**src/rtl/nvp_pkg.sv**
```systemverilog
package nvp_pkg;

    typedef enum logic [2:0] {
        K_CMD   = 3'd0,
        K_ADDR  = 3'd1,
        K_DOUT  = 3'd2,
        K_RESET = 3'd3,
        K_READ  = 3'd4
    } nvp_kind_e;

    typedef struct packed {
        nvp_kind_e  kind;
        logic [7:0] val;
        logic       use_tbl;
        logic       rd_main;
        logic       last;
    } nvp_step_t;

    localparam logic [7:0] C_ENTER  = 8'h36;
    localparam logic [7:0] C_COMMIT = 8'h16;
    localparam logic [7:0] C_OTP_A  = 8'h17;
    localparam logic [7:0] C_OTP_B  = 8'h04;
    localparam logic [7:0] C_OTP_C  = 8'h19;
    localparam logic [7:0] OTP_REG  = 8'h38;
    localparam logic [7:0] OTP_ON   = 8'h52;
    localparam logic [7:0] OTP_OFF  = 8'h00;
    localparam int         OTP_STEPS = 15;

    function automatic logic [7:0] rr_offset(input logic [2:0] i);
        case (i)
            3'd0:    return 8'hCC;
            3'd1:    return 8'hBF;
            3'd2:    return 8'hAA;
            3'd3:    return 8'hAB;
            3'd4:    return 8'hCD;
            3'd5:    return 8'hAD;
            3'd6:    return 8'hAE;
            default: return 8'hAF;
        endcase
    endfunction

    function automatic nvp_step_t mk_step(input nvp_kind_e k, input logic [7:0] v,
                                          input logic tbl, input logic rdm,
                                          input logic lst);
        nvp_step_t s;
        s.kind = k;
        s.val = v;
        s.use_tbl = tbl;
        s.rd_main = rdm;
        s.last = lst;
        return s;
    endfunction

endpackage

```
**src/rtl/nvp_step_rom.sv**
```systemverilog
module nvp_step_rom
    import nvp_pkg::*;
#(
    parameter int NREGS  = 8,
    parameter int STEP_W = 5,
    parameter int IDX_W  = 3
) (
    input  logic              op_otp,
    input  logic [STEP_W-1:0] step,
    output nvp_step_t         st,
    output logic [IDX_W-1:0]  reg_idx
);
    localparam int RR_LAST = 2 * NREGS + 1;

    int j;

    always_comb begin
        st = mk_step(K_CMD, 8'h00, 1'b0, 1'b0, 1'b1);
        reg_idx = '0;
        j = int'(step) - 1;
        if (!op_otp) begin
            if (step == '0) begin
                st = mk_step(K_CMD, C_ENTER, 1'b0, 1'b0, 1'b0);
            end else if (int'(step) < RR_LAST) begin
                reg_idx = IDX_W'(j / 2);
                if (j % 2 == 0) begin
                    st = mk_step(K_ADDR, rr_offset(3'(j / 2)), 1'b0, 1'b0, 1'b0);
                end else begin
                    st = mk_step(K_DOUT, 8'h00, 1'b1, 1'b0, 1'b0);
                end
            end else if (int'(step) == RR_LAST) begin
                st = mk_step(K_CMD, C_COMMIT, 1'b0, 1'b0, 1'b1);
            end
        end else begin
            case (int'(step))
                0:  st = mk_step(K_RESET, 8'h00,    1'b0, 1'b0, 1'b0);
                1:  st = mk_step(K_CMD,   C_ENTER,  1'b0, 1'b0, 1'b0);
                2:  st = mk_step(K_ADDR,  OTP_REG,  1'b0, 1'b0, 1'b0);
                3:  st = mk_step(K_DOUT,  OTP_ON,   1'b0, 1'b0, 1'b0);
                4:  st = mk_step(K_CMD,   C_COMMIT, 1'b0, 1'b0, 1'b0);
                5:  st = mk_step(K_CMD,   C_OTP_A,  1'b0, 1'b0, 1'b0);
                6:  st = mk_step(K_CMD,   C_OTP_B,  1'b0, 1'b0, 1'b0);
                7:  st = mk_step(K_CMD,   C_OTP_C,  1'b0, 1'b0, 1'b0);
                8:  st = mk_step(K_READ,  8'h00,    1'b0, 1'b1, 1'b0);
                9:  st = mk_step(K_RESET, 8'h00,    1'b0, 1'b0, 1'b0);
                10: st = mk_step(K_CMD,   C_ENTER,  1'b0, 1'b0, 1'b0);
                11: st = mk_step(K_ADDR,  OTP_REG,  1'b0, 1'b0, 1'b0);
                12: st = mk_step(K_DOUT,  OTP_OFF,  1'b0, 1'b0, 1'b0);
                13: st = mk_step(K_CMD,   C_COMMIT, 1'b0, 1'b0, 1'b0);
                14: st = mk_step(K_READ,  8'h00,    1'b0, 1'b0, 1'b1);
                default: st = mk_step(K_CMD, 8'h00, 1'b0, 1'b0, 1'b1);
            endcase
        end
    end

endmodule

```
**src/rtl/nvp_beat_cnt.sv**
```systemverilog
module nvp_beat_cnt #(
    parameter int LEN_W = 16
) (
    input  logic             clk,
    input  logic             rst_n,
    input  logic             clr,
    input  logic             inc,
    output logic [LEN_W-1:0] cnt
);
    always_ff @(posedge clk or negedge rst_n) begin
        if (!rst_n) begin
            cnt <= '0;
        end else if (clr) begin
            cnt <= '0;
        end else if (inc) begin
            cnt <= cnt + 1'b1;
        end
    end
endmodule

```
**src/rtl/nand_vparam_seq.sv**
```systemverilog
module nand_vparam_seq
    import nvp_pkg::*;
#(
    parameter int NREGS      = 8,
    parameter int NMODES     = 8,
    parameter int PAGE_W     = 24,
    parameter int LEN_W      = 16,
    parameter int OTP_PAGE_A = 'h21F,
    parameter int OTP_LEN_A  = 784,
    parameter int OTP_PAGE_B = 'h200,
    parameter int OTP_LEN_B  = 528,
    localparam int MODE_W    = $clog2(NMODES),
    localparam int IDX_W     = $clog2(NREGS),
    localparam int TBL_AW    = $clog2(NREGS * NMODES),
    localparam int RR_STEPS  = 2 * NREGS + 2,
    localparam int MAX_STEPS = (RR_STEPS > OTP_STEPS) ? RR_STEPS : OTP_STEPS,
    localparam int STEP_W    = $clog2(MAX_STEPS + 1)
) (
    input  logic              clk,
    input  logic              rst_n,
    input  logic              start,
    input  logic              op_sel,
    input  logic              layout_sel,
    input  logic [MODE_W-1:0] mode_idx,
    output logic              busy,
    output logic              done,
    output logic              err,
    output logic [TBL_AW-1:0] tbl_addr,
    input  logic [7:0]        tbl_data,
    output logic              req_valid,
    input  logic              req_ready,
    input  logic              req_err,
    output logic [2:0]        req_kind,
    output logic [7:0]        req_byte,
    output logic [PAGE_W-1:0] req_page,
    output logic [LEN_W-1:0]  req_len,
    input  logic              din_valid,
    input  logic [7:0]        din_byte,
    output logic              otp_valid,
    output logic [7:0]        otp_byte
);
    typedef enum logic [1:0] {S_IDLE, S_ISSUE, S_RDATA, S_DONE} state_e;

    state_e             state_q, state_d;
    logic [STEP_W-1:0]  step_q, step_d;
    logic               op_q, lay_q, err_q, err_d;
    logic [MODE_W-1:0]  mode_q;
    nvp_step_t          st;
    logic [IDX_W-1:0]   reg_idx;
    logic [LEN_W-1:0]   beat_cnt, cur_len;
    logic [PAGE_W-1:0]  cur_page;
    logic               accept, last_beat;

    nvp_step_rom #(.NREGS(NREGS), .STEP_W(STEP_W), .IDX_W(IDX_W)) u_rom (
        .op_otp (op_q),
        .step   (step_q),
        .st     (st),
        .reg_idx(reg_idx)
    );

    nvp_beat_cnt #(.LEN_W(LEN_W)) u_cnt (
        .clk  (clk),
        .rst_n(rst_n),
        .clr  (state_q == S_ISSUE),
        .inc  (state_q == S_RDATA && din_valid),
        .cnt  (beat_cnt)
    );

    always_comb begin
        cur_page = '0;
        cur_len  = '0;
        if (st.kind == K_READ && st.rd_main) begin
            cur_page = lay_q ? PAGE_W'(OTP_PAGE_B) : PAGE_W'(OTP_PAGE_A);
            cur_len  = lay_q ? LEN_W'(OTP_LEN_B) : LEN_W'(OTP_LEN_A);
        end
    end

    assign accept    = (state_q == S_ISSUE) && req_ready;
    assign last_beat = din_valid && (beat_cnt == cur_len - LEN_W'(1));

    // next-state logic
    always_comb begin
        state_d = state_q;
        step_d  = step_q;
        err_d   = err_q;
        unique case (state_q)
            S_IDLE: begin
                if (start) begin
                    state_d = S_ISSUE;
                    step_d  = '0;
                    err_d   = 1'b0;
                end
            end
            S_ISSUE: begin
                if (accept) begin
                    if (req_err) begin
                        state_d = S_DONE;
                        err_d   = 1'b1;
                    end else if (st.kind == K_READ && cur_len != '0) begin
                        state_d = S_RDATA;
                    end else if (st.last) begin
                        state_d = S_DONE;
                    end else begin
                        step_d = step_q + 1'b1;
                    end
                end
            end
            S_RDATA: begin
                if (last_beat) begin
                    if (st.last) begin
                        state_d = S_DONE;
                    end else begin
                        state_d = S_ISSUE;
                        step_d  = step_q + 1'b1;
                    end
                end
            end
            S_DONE: state_d = S_IDLE;
        endcase
    end

    // state register
    always_ff @(posedge clk or negedge rst_n) begin
        if (!rst_n) begin
            state_q <= S_IDLE;
            step_q  <= '0;
            err_q   <= 1'b0;
            op_q    <= 1'b0;
            lay_q   <= 1'b0;
            mode_q  <= '0;
        end else begin
            state_q <= state_d;
            step_q  <= step_d;
            err_q   <= err_d;
            if (state_q == S_IDLE && start) begin
                op_q   <= op_sel;
                lay_q  <= layout_sel;
                mode_q <= mode_idx;
            end
        end
    end

    // outputs
    always_comb begin
        busy      = (state_q != S_IDLE);
        done      = (state_q == S_DONE);
        err       = (state_q == S_DONE) && err_q;
        req_valid = (state_q == S_ISSUE);
        req_kind  = st.kind;
        req_byte  = st.use_tbl ? tbl_data : st.val;
        req_page  = cur_page;
        req_len   = cur_len;
        tbl_addr  = TBL_AW'(int'(mode_q) * NREGS + int'(reg_idx));
    end

    always_ff @(posedge clk or negedge rst_n) begin
        if (!rst_n) begin
            otp_valid <= 1'b0;
            otp_byte  <= '0;
        end else begin
            otp_valid <= (state_q == S_RDATA) && din_valid;
            otp_byte  <= din_byte;
        end
    end

    assert_idle_quiet_R1: assert property (@(posedge clk) disable iff (!rst_n)
        !busy |-> (!req_valid && !done && !err));
    assert_req_hold_R8: assert property (@(posedge clk) disable iff (!rst_n)
        (req_valid && !req_ready) |=> (req_valid && $stable(req_kind) && $stable(req_byte)
                                       && $stable(req_page) && $stable(req_len)));
    assert_abort_done_R9: assert property (@(posedge clk) disable iff (!rst_n)
        (req_valid && req_ready && req_err) |=> (done && err));
    assert_busy_start_ignored_R10: assert property (@(posedge clk) disable iff (!rst_n)
        (busy && start) |=> ($stable(op_q) && $stable(mode_q) && $stable(lay_q)));
    assert_done_single_R11: assert property (@(posedge clk) disable iff (!rst_n)
        done |=> !done);
    assert_otp_only_extract_R6: assert property (@(posedge clk) disable iff (!rst_n)
        otp_valid |-> op_q);
    assert_beats_bounded_R6: assert property (@(posedge clk) disable iff (!rst_n)
        (state_q == S_RDATA) |-> (beat_cnt < cur_len));

endmodule

```
**config.mk**
```make
export PLATFORM = sky130hd
export DESIGN_NAME = nand_vparam_seq
export DESIGN_NICKNAME = d
export VERILOG_FILES = /design/src/rtl/nvp_pkg.sv /design/src/rtl/nvp_step_rom.sv /design/src/rtl/nvp_beat_cnt.sv /design/src/rtl/nand_vparam_seq.sv
export SDC_FILE = /design/constraint.sdc
export NUM_CORES = 1
export LEC_CHECK = 0
export BUFFER_PORTS_ARGS = -buffer_cell sky130_fd_sc_hd__buf_4
export CORE_MARGIN = 2
export CORE_UTILIZATION = 50
export CTS_CLUSTER_DIAMETER = 40
export DETAILED_ROUTE_END_ITERATION = 6
export GPL_TIMING_DRIVEN = 0
export PLACE_DENSITY_LB_ADDON = 0.2
export SETUP_SLACK_MARGIN = 0.5
export SLEW_MARGIN = 0
export SYNTH_ARGS = -nofsm -noshare
export SYNTH_HDL_FRONTEND = slang
export SYNTH_HIERARCHICAL = 1
export SYNTH_SLANG_ARGS = --single-unit
```
**constraint.sdc**
```tcl
create_clock -name clk -period 4.1 [get_ports clk]
set_clock_uncertainty 0.1 [all_clocks]
set_input_delay 0.205 -clock clk [delete_from_list [all_inputs] [get_ports clk]]
set_output_delay 0.205 -clock clk [all_outputs]
set_load 0.01 [all_outputs]
```
# [After elaboration in Yosys (flattened, before gate mapping)]
# Memory sizes are Yosys's and may differ from the RTL's.
# Index checks and enable logic that the tools add are counted.
[op_classes] reduce_logical=19 bitwise_logic=1 muxes=36 n_lt_le_gt_ge=1 n_eq_ne=19 n_addsub=6
[ops] cell="14-bit 2-to-1 mux" count=4
[ops] cell="7-bit one-hot mux with 7 select lines" count=1
[ops] cell="5-bit 2-to-1 mux" count=7
[ops] cell="32-bit logical NOT" count=1
[ops] cell="16-bit 2-to-1 mux" count=2
[ops] cell="10-bit 2-to-1 mux" count=2
[ops] cell="16-bit by 1-bit adder with 16-bit output, second input constant" count=1
[ops] cell="16-bit == test" count=1
[ops] cell="8-bit 2-to-1 mux" count=2
[ops] cell="16-bit nonzero test" count=1
[ops] cell="16-bit by 1-bit subtractor with 16-bit output, second input constant" count=1
[ops] cell="5-bit one-hot mux with 3 select lines" count=1
[ops] cell="2-bit 2-to-1 mux" count=7
[ops] cell="13-bit 2-to-1 mux" count=1
[ops] cell="3-bit == test, second input constant" count=4
[ops] cell="3-bit 2-to-1 mux" count=3
[ops] cell="9-bit 2-to-1 mux" count=1
[ops] cell="2-bit inequality test, second input constant" count=4
[ops] cell="2-bit one-hot mux with 4 select lines" count=1
[ops] cell="4-bit AND reduction" count=2
[ops] cell="1-bit logical AND" count=7
[ops] cell="6-bit by 3-bit adder with 6-bit output" count=1
[ops] cell="3-bit by 2-bit == test with 1-bit output, second input constant" count=2
[ops] cell="6-bit AND reduction" count=1
[ops] cell="other kinds (18)" count=24
[word_totals] romBits=192 input_bits=27 n_memories=1 out_inout_bits=70 elab_cells=92 reg_bits=38
[memory_table] memory="(no name shown)" words=16 word_bits=12 read_ports=1 rd_ports_with_merged_regs=0 write_ports=0 line="nvp_step_rom.sv:35" source="case (int'(step))"

# [Logic depth before layout (Yosys ltp)]
# Gate-level depths: netlist (run 1).
[logic_depth] word_depth=18 ltp_mapped=12 mapped_depth_nobuf=11

# [Modules after synthesis]
# Netlist (run 1), hierarchy kept.
[by_module_without_submodules] mod="nand_vparam_seq" area_per_inst_um2=1492.7 seq_area_each_um2=550.5 cells_each=144 instances=1
[by_module_without_submodules] mod="nvp_beat_cnt" area_per_inst_um2=872.1 seq_area_each_um2=400.4 cells_each=82 instances=1
[by_module_without_submodules] mod="nvp_step_rom" area_per_inst_um2=613.1 seq_area_each_um2=0.0 cells_each=89 instances=1

# [Worst setup path before layout (run 1)]
# No wires, ideal clock.
[synth_path] kind="flip-flop to flip-flop" from="register step_q[0]" to="register step_q[4]" stages_incl_launch_ff=13 setup_time_ps=124 period_less_slack_ps=3311 t_arrival_ps=3087 required_ps=3876 setup_slack_ps=789 path_buffers=1 path_cell_list="dfrtp_1 buf_2 inv_1 ha_1 or2b_4 nor2_1 or3_4 o21ai_1 and4bb_4 nor4_4 o2111ai_4 and2_4 a211o_1"
[synth_between] elab_chain_len=15 word_cells_on_any_way=29 cone_classes="3 x add/sub; 1 x order compare; 4 x eq/ne; 12 x mux; 1 x bitwise; 7 x reduce/logical; 1 x memory"
[synth_lines] item="from (decl)" line="nand_vparam_seq.sv:45" source="logic [STEP_W-1:0] step_q, step_d;"
[synth_lines] item="from (signal assigned)" line="nand_vparam_seq.sv:133" source="step_q <= step_d;"
[synth_lines] item="5-bit by 1-bit subtractor with 6-bit output" line="nvp_step_rom.sv:20" source="j = int'(step) - 1;"
[synth_lines] item="1-bit AND (no source line)"
[synth_lines] item="32-bit logical NOT" line="nvp_step_rom.sv:26" source="if (j % 2 == 0) begin"
[synth_lines] item="13-bit 2-to-1 mux" line="nvp_step_rom.sv:26"
[synth_lines] item="14-bit 2-to-1 mux" line="nvp_step_rom.sv:24" source="end else if (int'(step) < RR_LAST) begin"
[synth_lines] item="14-bit 2-to-1 mux" line="nvp_step_rom.sv:22" source="if (step == '0) begin"
[synth_lines] item="14-bit 2-to-1 mux *" line="nvp_step_rom.sv:21" source="if (!op_otp) begin"
[synth_lines] item="via req_kind[0]" line="nand_vparam_seq.sv:33" source="output logic [2:0] req_kind,"
[synth_lines] item="3-bit == test *" line="nand_vparam_seq.sv:72" source="if (st.kind == K_READ && st.rd_main) begin"
[synth_lines] item="1-bit logical AND *" line="nand_vparam_seq.sv:72"
[synth_lines] item="10-bit 2-to-1 mux *" line="nand_vparam_seq.sv:72"
[synth_lines] item="via req_len[4]" line="nand_vparam_seq.sv:36" source="output logic [LEN_W-1:0] req_len,"
[synth_lines] item="16-bit by 1-bit subtractor with 16-bit output" line="nand_vparam_seq.sv:79" source="assign last_beat = din_valid && (beat_cnt == cur_len - LEN_W'(1));"
[synth_lines] item="16-bit == test" line="nand_vparam_seq.sv:79"
[synth_lines] item="1-bit logical AND" line="nand_vparam_seq.sv:79"
[synth_lines] item="2-bit inequality test (no source line)"
[synth_lines] item="6-bit AND reduction (no source line) *"
# Mark *: on every way through the listed nets, which the timed path passes. The rest lies on a longest branch. The select of a mux whose other input is x is not followed.
# A chain may end at the register's enable or synchronous reset.

# [Worst setup path in the final report (run 1)]
[layout_path] from="register step_q[0]" to="output port req_page[4]"
[layout_between] elab_chain_len=10 word_cells_on_any_way=14 cone_classes="1 x add/sub; 1 x order compare; 1 x eq/ne; 6 x mux; 1 x bitwise; 3 x reduce/logical; 1 x memory"
[layout_lines] item="5-bit by 1-bit subtractor with 6-bit output" line="nvp_step_rom.sv:20"
[layout_lines] item="1-bit AND (no source line)"
[layout_lines] item="32-bit logical NOT" line="nvp_step_rom.sv:26"
[layout_lines] item="13-bit 2-to-1 mux" line="nvp_step_rom.sv:26"
[layout_lines] item="14-bit 2-to-1 mux" line="nvp_step_rom.sv:24"
[layout_lines] item="14-bit 2-to-1 mux" line="nvp_step_rom.sv:22"
[layout_lines] item="14-bit 2-to-1 mux *" line="nvp_step_rom.sv:21"
[layout_lines] item="3-bit == test" line="nand_vparam_seq.sv:72"
[layout_lines] item="1-bit logical AND *" line="nand_vparam_seq.sv:72"
[layout_lines] item="10-bit 2-to-1 mux *" line="nand_vparam_seq.sv:72"
[layout_lines] item="to (decl)" line="nand_vparam_seq.sv:35" source="output logic [PAGE_W-1:0] req_page,"
# Every way passes the cells marked *; elsewhere a longest branch is shown, timed or not.

==> results of run 1 <==
timing repair:
item | CTS | global route
endpoints found under the setup margin | 0 | 15
hold buffers | 9 | 0
hold endpoints to repair | 46 | 0
setup buffers | 0 | 2
resized for setup | 0 | 5
synth_stat cells (2+ instances only):
library cell  count
a211o_1           3
a211oi_1          3
a21o_1            3
a21oi_1          15
a31oi_1           5
and2_1            3
and3_1            3
buf_2             4
buf_4            40
buf_6             3
clkbuf_1          3
dfrtp_1          38
ha_1             14
inv_1            16
mux2_2           13
mux2i_1           3
nand2_1          12
nand2b_1          9
nand3_1          11
nand4_1           7
nor2_1           25
nor2b_1           4
nor3_1            3
nor4_1            3
nor4_2            4
o211ai_1          2
o21ai_0           7
o21ai_1           7
o22ai_1           2
o31a_1            2
or3_1             3
xnor2_1           9
xor2_1            5
area by class of cell:
| type | count | share of cell area [%] |
|---|---|---|
| multi-input combinational | 240 | 44.30 |
| sequential | 38 | 24.63 |
| timing repair buffer | 76 | 15.34 |
| buffer | 50 | 9.612 |
| tap | 75 | 2.427 |
| clock buffer | 5 | 1.780 |
| inverter | 17 | 1.650 |
| clock inverter | 2 | 0.2589 |
worst min-delay path by stage:
stage | startpoint | endpoint | slack, ps | cells past startpoint
6_report | op_sel | op_q$_DFFE_PN0P_ | 40 | 2
5_1_grt | layout_sel | lay_q$_DFFE_PN0P_ | 40 | 2
4_1_cts | mode_idx[2] | mode_q[2]$_DFFE_PN0P_ | 40 | 2
3_5_place_dp | rst_n | u_cnt/cnt[6]$_DFFE_PN0P_ | 100 | 1
3_3_place_gp | rst_n | u_cnt/cnt[2]$_DFFE_PN0P_ | 100 | 1
2_1_floorplan | rst_n | err_q$_DFFE_PN0P_ | -190 | 0
cells by family (layout without fill, tap and decap cells):
logic type | count (synthesis) | in the layout | synth area share (%)
compound gates | 59 | 59 | 14.29
flops | 38 | 38 | 31.93
fa+ha+maj | 14 | 14 | 5.882
simple gates | 103 | 103 | 21.68
buf+inv | 67 | 150 | 14.41
other cells | 1 | 31 | 0.1259
mux | 19 | 19 | 7.563
xor+xnor | 14 | 14 | 4.118
worst register-to-register path, stage by stage, from the launching register on:
cell       delay (ps)
dfrtp_2           450
buf_6             170
inv_1             170
ha_1              250
or2b_4            300
nor3_1            130
a211o_1           220
o22ai_2           110
and4bb_4          450
and4_4            260
o2111ai_4         170
and2_4            210
a211o_1           280
routing by layer:
layer / wire length (µm) / vias to the layer above
met5: 0 / -
met2: 3265 / 66
met3: 317 / 5
met4: 48 / 0
met1: 2844 / 1246
li1: - / 1278
sequential cells by signal, indices dropped and copies added (netlist names):
name,cells
mode_q,3
otp_byte,8
lay_q,1
op_q,1
u_cnt/cnt,16
state_q,2
otp_valid,1
step_q,5
err_q,1
stage by stage:
| stage | hold slack, ps | area (µm²) | util (%) | std cells | setup WS (ps) |
|---|---|---|---|---|---|
| after global placement | 97.67 | 3672 | 62.77 | 485 | 504.4 |
| after floorplan | -190.6 | 3090 | - | 345 | 789.2 |
| after global routing | 36.92 | 3866 | 66.08 | 503 | 522.2 |
| final | 44.89 | 3866 | 66.08 | 503 | 709.3 |
| after CTS | 35.38 | 3841 | 65.65 | 501 | 514.8 |
| after detailed placement | 98.97 | 3672 | 62.77 | 485 | 516.3 |
power by group through the flow:
stage	registers, mW	logic, mW	clock network (mW)
2_1_floorplan	0.524	1.05	0
3_3_place_gp	0.533	1.46	0
3_5_place_dp	0.537	1.49	0
4_1_cts	0.530	1.50	0.246
5_1_grt	0.544	1.67	0.262
6_report	0.532	1.51	0.237
layout by cell type (no fill, tap or decap), types with 3 or more instances in the layout:
master	count
a211o_1	3
a211oi_1	3
a21o_1	3
a21oi_1	15
a31oi_1	5
and2_1	3
and3_1	3
buf_2	3
buf_4	107
buf_6	4
clkbuf_1	3
clkbuf_8	5
conb_1	31
dfrtp_1	37
dlygate4sd3_1	9
ha_1	14
inv_1	16
mux2_2	13
mux2i_1	3
nand2_1	12
nand2b_1	9
nand3_1	11
nand4_1	7
nor2_1	25
nor2b_1	3
nor3_1	3
nor4_1	3
nor4_2	4
o21ai_0	7
o21ai_1	7
or3_1	3
xnor2_1	9
xor2_1	5
==> results.md, run 1 <==
- Status: complete, no violations
- Die H: between 80 and 90 µm
- Worst path buffer plus inverter count: 4
- Overflow after GRT: 0
- Worst Setup Path Type: flip-flop to primary output
- Switching power total: approximately 1 mW
- Residual DRC count: 0
- Clk pin slew, worst setup/hold paths: 70 ps
- Pins Over Slew Limit: 0
- P_int: about 1.3 mW
- Vias: around 2600
- RSZ-0062 raised after global routing: no
- Root Driver: clkbuf_8
- Multi-input gate area: 1713 µm²
- Comb pwr share: 66.2%
- Area leader, netlist: dfrtp_1
- Number of enable flip-flop cells after synthesis: 0
- Met3 usage: about 4.2%
- Fin. Hold Viols: 0
- Reg2reg end: step_q[4]$_DFFE_PN0P_
- Worst reg2reg path depth: 12
- Setup crit end: req_page[4]
- Setup violation total in the final timing report: 0
- Number of port buffers: between 60 and 70
- Setup TNS: 0 ps
- Layout Nets: about 470
- Synth warnings: 6
- Critical Path, Cell by Cell: buf_6 -> inv_1 -> ha_1 -> or2b_4 -> nor3_1 -> a211o_1 -> o22ai_2 -> and4bb_4 -> nor2b_2 -> buf_4 -> buf_4
- Grt peak-use layer: met2
- Part of the power in registers: 23.4%
- Post-Route WL: 6476 µm
- Row cnt: 28
- Pin count of the biggest net entering global routing: 39
- Most used cell, CP: buf_4
- Min-Delay Path Class: input pin to flip-flop
- Synthesized flop and latch total: 38
- DRT antenna net count: 0
- Worst path depth: 11
- R2r setup slk: 710 ps
- Minimum clock period: 3391 ps
- WP data required: roughly 3800 ps
- Synthesized area: just under 3000 µm²
- Initial core utilization: around 50%
- FF+latch area: around 950 µm²
- Total global-route track usage: between 20% and 30%
- Synth unique cells: 64
- Final Total Pwr: about 2.3 mW
- Ys flop type: dfrtp_1
- Yosys top cell area share: between 30% and 40%
- TritonCTS Buffers: 5
- Crit path max-delay cell type: dfrtp_2
- Drt pass-1 iters: 4
- CTS Sinks: 38
- Pleak: 1.852 nW
- Reg-to-reg startpoint: step_q[0]$_DFFE_PN0P_
- Avg WL per Cell: roughly 13 µm
- Period utilization: between 80 and 90%
- Clock power share: between 10% and 20%
- Switching share of power: between 40% and 50%
- Peak Freq: around 0.29 GHz
- Peak VDD IR: about 450 µV
- Global routing met2 resource utilization: between 30% and 40%
- Vias in the first global route: about 2400
- CP endpoint kind: primary output
- Maxcap violations: 0
- Delay-heaviest family, CP: simple AND/OR/NAND/NOR gates
- First-pass GRT wire length: 10510 µm
- CTS tree: yes
- Antenna violations before repair: 0
- M1 GR Usage: between 20% and 30%
- Synth top area cells: dfrtp_1 32%, buf_4 10%, ha_1 5.9%
- Core ar.: a little under 6000 µm²
- WP data arrival: just over 3000 ps
- Cell count after synthesis: 315
- Fillers: just over 500
- Num ports: just under 100
- Sequential share of the synthesized area: 31.93%
- H-tree Lvls: 2
- Max clock buf depth: 2
- Power Density: slightly below 600 nW/µm²
- Antenna Diode Count: 0
- Vias per cell: around 5.2
- Clk_lat worst skew: around 290 ps
- CP startpoint kind: flip-flop
- Detailed placer's ending HPWL: ~5000 µm
- Die ar.: 6589 µm²
- Mapped Avg Cell Area: approximately 9.5 µm²
- Syn-to-layout area delta: 29.83%
- Largest stage delay on the critical path: approximately 450 ps
- Die width: ~81 µm
- Gpl congestion: 0.9173
- Peak fanout along the critical path: 10
- Crit path from: step_q[0]$_DFFE_PN0P_
- Layout cell share with drive strength beyond 1: a little under two fifths
- Iter 0 DRT Violations: just over 100
- Async SR Flop Fraction: 100.0%
Note: power is estimated with default switching activity, not from simulation.
==> inputs of run 2 (changes only) <==
Settings changed: CORE_UTILIZATION 50 to 47.
Clock period 4.1 ns to 2.8 ns, I/O delays scaled along.
==> results.md, run 2 (synthesis gave the netlist of run 1 again) <==
- Initial core utilization: 47.71% (-3.2 points)
- Max clock buf depth: 2 (unchanged)
- Vias in the first global route: 2511 (+5.4%)
- Peak VDD IR: 781.8 µV (+75%)
- CTS tree: yes
- Total global-route track usage: 19.85% (-0.24 points)
- Finished Core Util: 70.35% (+4.3 points)
- Vias: 2651 (+2.2%)
- Leading cell type in the layout, fill and taps excluded: buf_4
- Iter 0 DRT Violations: 87 (-15%)
- Maxcap violations: 0 (unchanged)
- Antenna violations before repair: 0 (unchanged)
- Post-Route WL: 6945 µm (+7.2%)
- Fin. Hold Viols: 0 (unchanged)
- Pleak: 2.075 nW (+12%)
- CP endpoint kind: flip-flop
- Overflow after GRT: 0 (unchanged)
- Row cnt: 29 (+3.6%)
- Setup violation total in the final timing report: 9 (+9)
- Peak fanout along the critical path: 7 (-3)
- Syn-to-layout area delta: 47.44%
- CTS Sinks: 38 (unchanged)
- Layout cell share with drive strength beyond 1: 46.80% (+9.4 points)
- Num ports: 97 (unchanged)
- Antenna Diode Count: 0 (unchanged)
- Layout Nets: 495 (+5.5%)
- Final WS setup: -43.87 ps (-753.2 ps)
- Minimum clock period: about 2800 ps
- Pin count of the biggest net entering global routing: 39 (unchanged)
- Period utilization: 101.6%
- Most frequent cells in the layout: 106 x buf_4, 35 x dfrtp_1, 31 x conb_1
- Status: finished with violations
- Power Density: 939.4 nW/µm² (+59%)
- Pre-CTS WS: -391.2 ps (-907.5 ps)
- Min-Delay Path Class: input pin to flip-flop
- Avg WL per Cell: 13.10 µm (+1.8%)
- DRT antenna net count: 0 (unchanged)
- Max reg flops: 16 (unchanged)
- Die H: 83.60 µm (+3.0%)
- WP data arrival: 2920 ps (-170 ps)
- Peak Freq: between 0.3 and 0.4 GHz
- Regs by FF count: u_cnt/cnt (16), otp_byte (8), step_q (5)
- Die ar.: 6989 µm² (+6.1%)
- Number of port buffers: 65 (unchanged)
- Setup TNS: -183.6 ps (-183.6 ps)
- Vias per cell: 5.002 (-3.0%)
- CP startpoint kind: flip-flop
- Core ar.: 6241 µm² (+6.7%)
- WHS: 42.72 ps (-2.177 ps)
- Clk_lat worst skew: 280 ps (about the same)
- Clk pin slew, worst setup/hold paths: 70 ps (about the same)
- Root Driver: clkbuf_8
- First-pass GRT wire length: 11550 µm (+9.9%)
- WP data required: 2870 ps (-930 ps)
- Die width: 83.60 µm (+3.0%)
- Gpl congestion: 0.8731 (-4.8%)
- Drt pass-1 iters: 4 (unchanged)
- Final Total Pwr: 4.124 mW (+81%)
- Pins Over Slew Limit: 0 (unchanged)
- RSZ-0062 raised after global routing: yes
- Detailed placer's ending HPWL: 4821 µm (-3.5%)
- H-tree Lvls: 2 (unchanged)
- Reg with most FFs: u_cnt/cnt
- TritonCTS Buffers: 5 (unchanged)
- Worst Setup Path Type: flip-flop to flip-flop
- Violations in the final reports: negative setup slack
- Residual DRC count: 0 (unchanged)
-- run 2: changes by cell type in the layout (fill, tap and decap cells not counted), moves of 5 or more --
cell | previous run | this run
mux2_4 | 1 | 8
o21ai_1 | 7 | 2
ha_1 | 14 | 9
buf_6 | 4 | 25
mux2_2 | 13 | 6
dlygate4sd3_1 | 9 | 14
o21ai_2 | 0 | 5
nor2_1 | 25 | 20
-- run 2: layout make-up --
| cell class | count | area (µm²) |
|---|---|---|
| Tap cell | 77 | 96.34 |
| Buffer | 50 | 411.6 |
| Clock buffer | 6 | 82.58 |
| Timing Repair Buffer | 102 | 873.3 |
| Fill cell | 491 | 1851 |
| Sequential cell | 38 | 954.7 |
| Multi-Input combinational cell | 240 | 1896 |
| Inverter | 17 | 76.32 |
-- run 2: worst max-delay path, cell delays in order, from the launching register on --
cell      delay (ps)
dfrtp_2          430
buf_8            140
inv_8             50
ha_4             120
or2b_4           280
nor3_2           100
a211o_1          170
o22ai_2           90
and4bb_4         420
nor4_2            50
or3b_4           410
o31a_1           240
a21o_1           150
-- run 2: metrics by stage --
stage	std cells	instance area (µm²)
detailed placement	487	3730
global route	530	4390
CTS	526	4202
finish	530	4390
floorplan	345	3146
global placement	487	3730
-- run 2: per-layer routing --
| layer | vias to the layer above | share of wire [%] | global-route usage [%] | wire (µm) |
|---|---|---|---|---|
| met5 | - | 0 | 0 | 0 |
| met4 | 0 | 1.7 | 5.572 | 116 |
| met3 | 11 | 6.3 | 3.956 | 436 |
| met2 | 109 | 48 | 33.38 | 3346 |
| met1 | 1208 | 44 | 26.06 | 3045 |
| li1 | 1323 | - | - | - |
-- run 2: final timing paths --
path                                       start                       end  slack (ps)  cells past startpoint
setup reg to reg           step_q[0]$_DFFE_PN0P_    state_q[1]$_DFFE_PN0P_         -40                     12
max in group asynchronous                  rst_n     step_q[3]$_DFFE_PN0P_        1990                      2
hold / removal                         din_valid       otp_valid$_DFF_PN0_          40                      2
hold reg to reg                 op_q$_DFFE_PN0P_          op_q$_DFFE_PN0P_         400                      1
min in group asynchronous                  rst_n  u_cnt/cnt[7]$_DFFE_PN0P_         250                      2
setup / recovery           step_q[0]$_DFFE_PN0P_    state_q[1]$_DFFE_PN0P_         -40                     12
-- run 2: repair_timing --
item,in CTS,in global routing
endpoints found under the setup margin,28,29
hold buffers,14,0
gates resized for setup,27,40
pin swaps,21,5
hold endpoints to repair,51,0
buffers inserted,19,4
-- run 2: report_power, final --
part	switching, mW	leakage, nW	total (mW)	internal, mW
logic	1.45	1.55	2.98	1.53
registers	0.123	0.485	0.785	0.662
clock network	0.171	0.0431	0.361	0.190
==> inputs of run 3 (changes only) <==
Settings changed: CORE_UTILIZATION 47 to 50, SETUP_SLACK_MARGIN 0.5 to not set.
Clock period 2.8 ns to 3.3 ns, I/O delays scaled along.
==> results.md, run 3 (synthesis gave the netlist of run 1 again) <==
- Num ports: 97 (unchanged)
- CP endpoint kind: flip-flop
- R2r setup slk: 140 ps (+180 ps)
- Most frequent cells in the layout: 117 x buf_4, 36 x dfrtp_1, 31 x conb_1
- CTS Sinks: 38 (unchanged)
- Min-Delay Endpoint: mode_q[1]$_DFFE_PN0P_
- Initial core utilization: 50.90% (+3.2 points)
- Detailed placer's ending HPWL: 4979 µm (+3.3%)
- Power Density: 756.4 nW/µm² (-19%)
- Avg WL per Cell: 12.81 µm (-2.2%)
- WP data arrival: 3230 ps (+310 ps)
- Iter 0 DRT Violations: 91 (+4.6%)
- Max reg flops: 16 (unchanged)
- Pin count of the biggest net entering global routing: 39 (unchanged)
- Layout Nets: 481 (-2.8%)
- Worst Setup Path Type: flip-flop to flip-flop
- Most used cell, CP: a211o_1
- Root Driver: clkbuf_8
- Pins Over Slew Limit: 0 (unchanged)
- Crit path max-delay cell type: dfrtp_2
- TritonCTS Buffers: 5 (unchanged)
- Met2 wire len: 3391 µm (+1.3%)
- Multi-input gate area: 1748 µm² (-7.8%)
- Peak Freq: 0.3160 GHz (-10%)
- CTS tree: yes
- Residual DRC count: 0 (unchanged)
- Vias per cell: 5.095 (+1.9%)
- Reg2reg end: step_q[4]$_DFFE_PN0P_
- Die ar.: 6589 µm² (-5.7%)
- WP data required: 3370 ps (+500 ps)
- Fillers: 485 (-1.2%)
- Overflow after GRT: 0 (unchanged)
- Leading cell type in the layout, fill and taps excluded: buf_4
- Setup TNS: 0 ps (+183.6 ps)
- Peak VDD IR: 541.1 µV (-31%)
- Post-Route WL: 6612 µm (-4.8%)
- Routed met1 length: 2866 µm (-5.9%)
- Peak fanout along the critical path: 8 (+1)
- Setup violation total in the final timing report: 0 (-9)
- Gpl congestion: 0.9003 (+3.1%)
- Worst Hold Launch: mode_idx[1]
- Drt pass-1 iters: 4 (unchanged)
- Final Total Pwr: 3.050 mW (-26%)
- CP startpoint kind: flip-flop
- DRT antenna net count: 0 (unchanged)
- Core ar.: 5851 µm² (-6.3%)
- Total global-route track usage: 20.46% (+0.61 points)
- Finished layout cell area: 4033 µm² (-8.2%)
- Period utilization: 95.90% (-5.7 points)
- Clk_lat worst skew: 280 ps (about the same)
- Number of port buffers: 65 (unchanged)
- Layout cell share with drive strength beyond 1: 40.82% (-6.0 points)
- Pleak: 1.935 nW (-6.8%)
- Largest stage delay on the critical path: 450 ps (+20 ps)
- Vias: 2629 (-0.83%)
- H-tree Lvls: 2 (unchanged)
- Finished Core Util: 68.93% (-1.4 points)
- Syn-to-layout area delta: 35.42%
- First-pass GRT wire length: 10780 µm (-6.7%)
- Min-Delay Path Class: input pin to flip-flop
- RSZ-0062 raised after global routing: no
- Row cnt: 28 (-3.4%)
- Regs by FF count: u_cnt/cnt (16), otp_byte (8), step_q (5)
- Fin. Hold Viols: 0 (unchanged)
- Die width: 81.18 µm (-2.9%)
- Reg-to-reg startpoint: step_q[1]$_DFFE_PN0P_
- Status: complete, no violations
- Antenna Diode Count: 0 (unchanged)
- Maxcap violations: 0 (unchanged)
- Top sig layer: met4
- Placed cell area: 3675 µm² (-1.5%)
- Hold Crit Depth: 2 (unchanged)
- Reg with most FFs: u_cnt/cnt
- Worst reg2reg path depth: 12 (unchanged)
- Die H: 81.18 µm (-2.9%)
- Max clock buf depth: 2 (unchanged)
- FF+latch area: 953.4 µm² (-0.13%)
- Vias in the first global route: 2379 (-5.3%)
- Clk pin slew, worst setup/hold paths: 70 ps (about the same)
- Antenna violations before repair: 0 (unchanged)
- Met3 wire len: 337 µm (-23%)
- Critical Path, Cell by Cell: buf_6 -> inv_1 -> ha_4 -> or2b_4 -> nor3_1 -> a211o_1 -> o22ai_2 -> and4bb_4 -> and4_4 -> o2111ai_4 -> and2_4 -> a211o_1
- Minimum clock period: 3165 ps (+320.7 ps)
run 3: worst max-delay path by stage:
stage                                startpoint               endpoint  slack [ps]  cells after the start
after floorplan           step_q[0]$_DFFE_PN0P_  step_q[4]$_DFFE_PN0P_          50                     12
after global placement    step_q[0]$_DFFE_PN0P_  step_q[4]$_DFFE_PN0P_        -190                     12
after detailed placement  step_q[0]$_DFFE_PN0P_  step_q[4]$_DFFE_PN0P_        -270                     12
after CTS                 step_q[0]$_DFFE_PN0P_  step_q[4]$_DFFE_PN0P_           4                     12
after global routing      step_q[1]$_DFFE_PN0P_  step_q[4]$_DFFE_PN0P_           9                     12
final                     step_q[1]$_DFFE_PN0P_  step_q[4]$_DFFE_PN0P_         140                     12
run 3: final cells by class:
| type | instances | share of cell area [%] |
|---|---|---|
| multi-input combinational | 240 | 43.34 |
| sequential | 38 | 23.64 |
| timing repair buffer | 88 | 17.06 |
| buffer | 50 | 9.246 |
| tap | 75 | 2.327 |
| clock buffer | 5 | 1.706 |
| inverter | 17 | 1.675 |
| clock inverter | 3 | 0.9929 |
run 3: stage by stage:
step,setup slack (ps),cells,hold slack (ps)
2_1_floorplan,54.92,345,-230.6
3_3_place_gp,-189.5,485,57.49
4_1_cts,4.205,506,4.062
5_1_grt,8.944,516,7.264
6_report,135.4,516,14.95
3_5_place_dp,-267.7,485,62.38
run 3: what timing repair did:
action	CTS	global route
hold endpoints to repair	46	2
endpoints found under the setup margin	21	16
buffers inserted	4	8
resized for setup	6	7
pin swaps	4	3
hold buffers	9	2
run 3: layer usage:
layer	up-vias	GRT usage (%)
met5	-	0
met4	0	3.559
met3	2	4.556
met2	70	35.37
met1	1259	26.56
li1	1298	-
run 3: report_power, final:
| group | leakage [nW] | switching [mW] | internal (mW) |
|---|---|---|---|
| clock network | 0.0579 | 0.157 | 0.222 |
| registers | 0.486 | 0.0943 | 0.560 |
| logic | 1.39 | 1.04 | 0.976 |
run 3: critical path, delay by kind of cell, from the launching register on:
family,cells,cell delay (ps)
fa+ha+maj,1,180
compound gates,4,700
flops,1,450
simple gates,5,1300
buf+inv,2,290
